## src/rtl/lsagu_pkg.sv

```systemverilog
package lsagu_pkg;

   typedef enum logic [2:0] {
      AM_BASE     = 3'd0,
      AM_IMM      = 3'd1,
      AM_REG      = 3'd2,
      AM_SCALED   = 3'd3,
      AM_PRE_IMM  = 3'd4,
      AM_POST_IMM = 3'd5,
      AM_PRE_REG  = 3'd6,
      AM_POST_REG = 3'd7
   } amode_e;

   // base-updating forms
   function automatic logic am_updates(amode_e m);
      return (m == AM_PRE_IMM) || (m == AM_POST_IMM) ||
             (m == AM_PRE_REG) || (m == AM_POST_REG);
   endfunction

   function automatic logic am_post(amode_e m);
      return (m == AM_POST_IMM) || (m == AM_POST_REG);
   endfunction

   function automatic logic am_pre(amode_e m);
      return (m == AM_PRE_IMM) || (m == AM_PRE_REG);
   endfunction

endpackage

```

## src/rtl/lsagu_offset.sv

```systemverilog
module lsagu_offset
   import lsagu_pkg::*;
#(
   parameter int AW    = 32,
   parameter int IMM_W = 12,
   parameter int SHW   = 2
) (
   input  amode_e          mode,
   input  logic [AW-1:0]   index,
   input  logic [IMM_W-1:0] imm,
   input  logic            sub,
   input  logic [SHW-1:0]  shift,
   output logic [AW-1:0]   off,
   output logic            neg
);
   localparam int EXT_W = AW - IMM_W;

   logic [AW-1:0] imm_ext;
   logic [AW-1:0] stg [SHW+1];

   assign imm_ext = {{EXT_W{imm[IMM_W-1]}}, imm};

   // logarithmic left shifter, one stage per shift bit
   assign stg[0] = index;
   for (genvar g = 0; g < SHW; g++) begin : g_shstage
      localparam int DIST = 1 << g;
      assign stg[g+1] = shift[g] ? (stg[g] << DIST) : stg[g];
   end

   always_comb begin
      off = '0;
      neg = 1'b0;
      unique case (mode)
         AM_BASE: begin
            off = '0;
            neg = 1'b0;
         end
         AM_IMM, AM_PRE_IMM, AM_POST_IMM: begin
            off = imm_ext;
            neg = 1'b0;
         end
         AM_REG: begin
            off = index;
            neg = sub;
         end
         AM_SCALED, AM_PRE_REG, AM_POST_REG: begin
            off = stg[SHW];
            neg = sub;
         end
         default: begin
            off = '0;
            neg = 1'b0;
         end
      endcase
   end

endmodule

```

## src/rtl/lsagu_sum.sv

```systemverilog
module lsagu_sum #(
   parameter int AW = 32
) (
   input  logic [AW-1:0] base,
   input  logic [AW-1:0] off,
   input  logic          neg,
   output logic [AW-1:0] sum
);
   logic [AW-1:0] operand;
   logic [AW-1:0] carry_in;

   // two's complement subtract: invert and add one, wrap modulo 2^AW
   assign operand  = neg ? ~off : off;
   assign carry_in = {{(AW-1){1'b0}}, neg};
   assign sum      = base + operand + carry_in;

endmodule

```

## src/rtl/lsagu_route.sv

```systemverilog
module lsagu_route
   import lsagu_pkg::*;
#(
   parameter int AW = 32
) (
   input  amode_e        mode,
   input  logic          wb_req,
   input  logic [AW-1:0] base,
   input  logic [AW-1:0] sum,
   output logic [AW-1:0] addr,
   output logic [AW-1:0] nbase,
   output logic          wb
);
   always_comb begin
      addr  = sum;
      nbase = base;
      wb    = 1'b0;
      unique case (mode)
         AM_BASE: begin
            addr = base;
         end
         AM_IMM, AM_REG, AM_SCALED: begin
            addr = sum;
         end
         AM_PRE_IMM, AM_PRE_REG: begin
            addr = sum;
            if (wb_req) begin
               wb    = 1'b1;
               nbase = sum;
            end
         end
         AM_POST_IMM, AM_POST_REG: begin
            addr  = base;
            wb    = 1'b1;
            nbase = sum;
         end
         default: begin
            addr = base;
         end
      endcase
   end

endmodule

```

## src/rtl/ls_addr_gen.sv

```systemverilog
module ls_addr_gen
   import lsagu_pkg::*;
#(
   parameter int AW      = 32,
   parameter int IMM_W   = 12,
   parameter int SHW     = 2,
   parameter bit OUT_REG = 1'b1
) (
   input  logic             clk,
   input  logic             rst_n,
   input  logic [AW-1:0]    base_i,
   input  logic [AW-1:0]    index_i,
   input  logic [IMM_W-1:0] imm_i,
   input  logic [2:0]       mode_i,
   input  logic             sub_i,
   input  logic [SHW-1:0]   shift_i,
   input  logic             wb_req_i,
   output logic [AW-1:0]    addr_o,
   output logic [AW-1:0]    new_base_o,
   output logic             wb_en_o
);
   localparam int MAX_SH = (1 << SHW) - 1;

   if (IMM_W >= AW) begin : g_bad_imm
      $error("ls_addr_gen: IMM_W must be narrower than AW");
   end
   if (SHW < 1 || MAX_SH >= AW) begin : g_bad_shw
      $error("ls_addr_gen: SHW out of range for AW");
   end

   amode_e        mode;
   logic [AW-1:0] off;
   logic          neg;
   logic [AW-1:0] sum;
   logic [AW-1:0] addr_c;
   logic [AW-1:0] nbase_c;
   logic          wb_c;

   assign mode = amode_e'(mode_i);

   lsagu_offset #(.AW(AW), .IMM_W(IMM_W), .SHW(SHW)) u_off (
      .mode  (mode),
      .index (index_i),
      .imm   (imm_i),
      .sub   (sub_i),
      .shift (shift_i),
      .off   (off),
      .neg   (neg)
   );

   lsagu_sum #(.AW(AW)) u_sum (
      .base (base_i),
      .off  (off),
      .neg  (neg),
      .sum  (sum)
   );

   lsagu_route #(.AW(AW)) u_route (
      .mode   (mode),
      .wb_req (wb_req_i),
      .base   (base_i),
      .sum    (sum),
      .addr   (addr_c),
      .nbase  (nbase_c),
      .wb     (wb_c)
   );

   if (OUT_REG) begin : g_reg
      always_ff @(posedge clk or negedge rst_n) begin
         if (!rst_n) begin
            addr_o     <= '0;
            new_base_o <= '0;
            wb_en_o    <= 1'b0;
         end else begin
            addr_o     <= addr_c;
            new_base_o <= nbase_c;
            wb_en_o    <= wb_c;
         end
      end
   end else begin : g_comb
      assign addr_o     = rst_n ? addr_c  : '0;
      assign new_base_o = rst_n ? nbase_c : '0;
      assign wb_en_o    = rst_n & wb_c;
   end

endmodule

```

## config.mk

```make
export PLATFORM = sky130hd
export DESIGN_NAME = ls_addr_gen
export DESIGN_NICKNAME = d
export VERILOG_FILES = /design/src/rtl/lsagu_pkg.sv /design/src/rtl/lsagu_offset.sv /design/src/rtl/lsagu_sum.sv /design/src/rtl/lsagu_route.sv /design/src/rtl/ls_addr_gen.sv
export SDC_FILE = /design/constraint.sdc
export NUM_CORES = 1
export LEC_CHECK = 0
export BUFFER_PORTS_ARGS = -buffer_cell sky130_fd_sc_hd__clkbuf_2
export CAP_MARGIN = 5
export CORE_ASPECT_RATIO = 1.2
export CORE_UTILIZATION = 35
export DETAILED_ROUTE_END_ITERATION = 8
export GPL_TIMING_DRIVEN = 0
export RECOVER_POWER = 50
export REMOVE_ABC_BUFFERS = 1
export SYNTH_ARGS = -nofsm -noshare
export SYNTH_HDL_FRONTEND = slang
export SYNTH_SLANG_ARGS = --single-unit
```

## constraint.sdc

```tcl
create_clock -name clk -period 0.8 [get_ports clk]
set_clock_uncertainty 0.05 [all_clocks]
set_input_delay 0.08 -clock clk [delete_from_list [all_inputs] [get_ports clk]]
set_output_delay 0.08 -clock clk [all_outputs]
set_load 0.005 [all_outputs]
```

==> results <==
- The flow ran to the end, but the final reports show violations.
- The final reports fail on hold timing, setup timing.
- The sort of element at the start of the critical path is a primary input.
- For this run, the number of Yosys warnings is 0.
- The share of final-layout standard cells stronger than drive strength 1 is 42.2%.
- The total power consumption of the routed design is 0.0162 W.
- The transition time at the pin with the least slew margin is 0.880 ns.
- The count of maximum capacitance violations is 0.
- For this run, the register share of the synthesized area comes to 28.5%.
- Net switching is 35.3% of the power.
- The most common cell in the synthesized netlist is sky130_fd_sc_hd__nand2_1.
- The cell taking the most area after synthesis is sky130_fd_sc_hd__dfrtp_1.
- The total via count in the routed design is 5884.
- The first global-routing pass estimated 27.5 mm of wire.
- For this run the aggregate overflow at the end of global routing stands at 0.
- The largest fanout of any net on the critical path is 5.
- The main flop type after synthesis is sky130_fd_sc_hd__dfrtp_1.
- The finished cells cover 8810 µm².
- The upper clock frequency limit is 322 MHz.
- The root buffer cell is sky130_fd_sc_hd__clkbuf_16.
- Setup repair after global routing could not meet its margin everywhere.
- The internal cell power is around 0.010 W.
- The via count of the first global-routing pass is 5398.
- The type of the setup path with the least slack is primary input to flop.
- Ranked by total cell area, the synthesized netlist is headed by sky130_fd_sc_hd__dfrtp_1, sky130_fd_sc_hd__nand2_1, sky130_fd_sc_hd__mux2i_1.
- The arrival time of data at the critical path endpoint is roughly 3.2 ns.
- The cell area reported after detailed placement is 6650 µm².
- The area inside the core boundary is 15800 µm².
- The number of buffer cells added on primary ports is 149.
- The CTS buffer count is 9.
- Using the TritonRoute via totals, the vias-per-cell ratio works out to between 5 and 6.
- The number of synthesized flops with an enable pin is 0.
- The die covers 16800 µm².
- The number of distinct library cell variants in the gate-level netlist after synthesis is 57.
- For this block, the routed nets add up to 19.1 mm of wire.
- STA classifies the critical path endpoint as a flop.
- The initial antenna violation count is 1.
- Headroom to the max-slew limit came out at 41.3%.
- The total of flip-flops plus latches after synthesis is 65.
- The power density over the cells is 1840 nW/µm².
- Combinational cells account for between 50% and 60% of the total power.
- The number of pins exceeding their max-slew limit in the final report is 0.
- Dividing the final minimum period by the clock period gives 388%.
- The mean cell area of the mapped netlist is 8.31 µm².
- The starting utilization of the core area is 36.2%.
- Counting along the longest clock path gives a buffer depth of 2.
- Sorting the synthesized cells by how often they occur yields sky130_fd_sc_hd__nand2_1, sky130_fd_sc_hd__dfrtp_1, sky130_fd_sc_hd__o21ai_0.
- The clock tree from TritonCTS is built.
- Once routing completed, OpenROAD measured the worst setup slack at -2.31 ns.
- The placement row count is 50.
- The path class of the tightest hold or removal check is primary input to async pin.
- The reported leakage power is 4.03 nW.
- Clock-pin slew was measured on the worst setup and hold paths at ~0.060 ns.
- After synthesis, the share of flip-flops with an asynchronous set or reset is 100%.
- The die span in x is 119 µm.
- Once detail routing completed, the nets flagged for antenna violations numbered 0.
- Entering global routing, the biggest net connects 66 pins.
- The final setup violation count is 129.
- The number of clock sinks seen by CTS is 65.
- The average wire length per cell after detail routing is 17.1 µm.
- Before antenna repair, the detailed router went through 5 iterations.
- Global routing used between 20% and 30% of the available tracks across all layers.
- OpenSTA, run right after detailed placement, puts the worst setup slack at -3.76 ns.
- The routed design could run at a clock period as short as 3.11 ns.
- The required time of the critical path is 0.93 ns.
- The placer congestion estimate is 0.871.
- The number of top-level pins is 150.
- From bottom edge to top edge, the die measures between 100 and 150 µm.
- The fraction of post-synthesis cell area in the top cell type by area is 28.5%.
- The synthesized area is 5710 µm².
- The cell count after synthesis came out at 687.
- The HPWL after detailed placement is 12.0 mm.
- In this run, the number of DRC markers left after iteration 0 of detailed routing was 304.
- The sequential share of power is 25.6%.
- In this run, the clock network consumes 24.2% of the power.
- The number of nets in the final layout is 1024.
- The peak supply drop is 0.00104 V.
- Final hold analysis gives a worst-case slack of -0.184 ns.
- The area growth from synthesis to layout is 54.3%.
- The number of levels the H-tree was split into is 3.
- In the routed design, unresolved DRC markers number 0.
- The final hold violation count is 69.
- For this design the total switching power over the nets is 0.00572 W.
[placed cells by master, fill, tap and decap left out, types with 16 or more instances in the layout]
cell,netlist,final
sky130_fd_sc_hd__nand2_1,163,148
sky130_fd_sc_hd__clkbuf_2,0,142
sky130_fd_sc_hd__xnor2_1,41,33
sky130_fd_sc_hd__dfrtp_1,65,65
sky130_fd_sc_hd__a21oi_1,34,20
sky130_fd_sc_hd__mux2i_1,45,38
sky130_fd_sc_hd__dlygate4sd3_1,0,26
sky130_fd_sc_hd__buf_4,0,49
sky130_fd_sc_hd__o21ai_0,61,22
sky130_fd_sc_hd__o21ai_1,20,48
sky130_fd_sc_hd__nor2_1,20,17
sky130_fd_sc_hd__ha_4,0,20
sky130_fd_sc_hd__mux4_2,16,16
[registers in the layout, summed over array words and instances, names as in the netlist]
register / cells
wb_en_o: 1
addr_o: 32
new_base_o: 32
[power groups by stage]
stage / Clock [W] / Combinational (W) / Sequential [W]
6_report: 0.00391 / 0.00813 / 0.00415
5_1_grt: 0.00416 / 0.00878 / 0.00421
4_1_cts: 0.00399 / 0.00699 / 0.00416
3_5_place_dp: 0 / 0.00560 / 0.00422
3_3_place_gp: 0 / 0.00552 / 0.00422
2_1_floorplan: 0 / 0.00341 / 0.00431
[cell families after synthesis]
family                   after synthesis  share of synthesized area [%]
AND/OR/NAND/NOR                      240                           18.3
AO/OA/AOI/OAI                        179                           19.0
flip-flops                            65                           28.5
multiplexers                          63                           14.6
XOR/XNOR                              60                           9.20
buffers and inverters                 48                           3.29
adder cells (fa/ha/maj)               32                           7.14
[per-layer routing]
metal / GRT usage, % / wire [µm]
met5: 0 / 0
met3: 2.69 / 823
met4: 9.26 / 700
met2: 35.9 / 9690
met1: 25.7 / 7910
[per-stage QoR]
stage | util (%) | hold WS [ns] | std cells | setup TNS, ns
global route | 55.9 | -0.105 | 1120 | -137.89
global placement | 41.6 | 0.274 | 1004 | -299.17
CTS | 51.8 | -0.123 | 1088 | -128.53
detailed placement | 42.2 | 0.234 | 1007 | -209.26
floorplan | - | -0.266 | 647 | -170.71
finish | 55.9 | -0.184 | 1120 | -127.77
[worst paths after layout]
kind | startpoint | endpoint | slack, ns | depth (start not counted)
max | shift_i[0] | addr_o[29] | -2.31 | 16
min | rst_n | new_base_o[0] | -0.18 | 1
max in group asynchronous | rst_n | new_base_o[26] | 0.28 | 1
min in group clk | base_i[31] | new_base_o[31] | -0.02 | 3
[layout make-up]
class,instances,area (µm²)
clock buffers,12,256
diodes,1,2.50
repair buffers,247,1810
well taps,208,260
inverters,8,30.0
fillers,1419,6950
multi-input cells,576,4780
clock inverters,3,40.0
flip-flops and latches,65,1630
[critical path, stage by stage]
cell                        delay, ns
sky130_fd_sc_hd__clkbuf_16       0.12
sky130_fd_sc_hd__mux4_2          0.49
sky130_fd_sc_hd__mux2i_1         0.19
sky130_fd_sc_hd__xnor2_1         0.14
sky130_fd_sc_hd__nand2_1         0.08
sky130_fd_sc_hd__o21ai_0         0.16
sky130_fd_sc_hd__ha_2            0.35
sky130_fd_sc_hd__o21ai_1         0.13
sky130_fd_sc_hd__a21boi_1        0.09
sky130_fd_sc_hd__o31ai_2         0.39
sky130_fd_sc_hd__nor3_2          0.13
sky130_fd_sc_hd__o21bai_4        0.20
sky130_fd_sc_hd__nor4_2          0.07
sky130_fd_sc_hd__nor3_1          0.19
sky130_fd_sc_hd__xor2_1          0.29
sky130_fd_sc_hd__o21ai_1         0.12
[timing repair]
item,in CTS,in global routing
gates resized for setup,139,94
endpoints found under the hold margin,119,67
setup buffers,35,29
hold buffers,25,1
cloned,6,3
pin swaps,50,69
setup endpoints to repair,130,129
No activity file was read; power rests on OpenSTA's default activity.
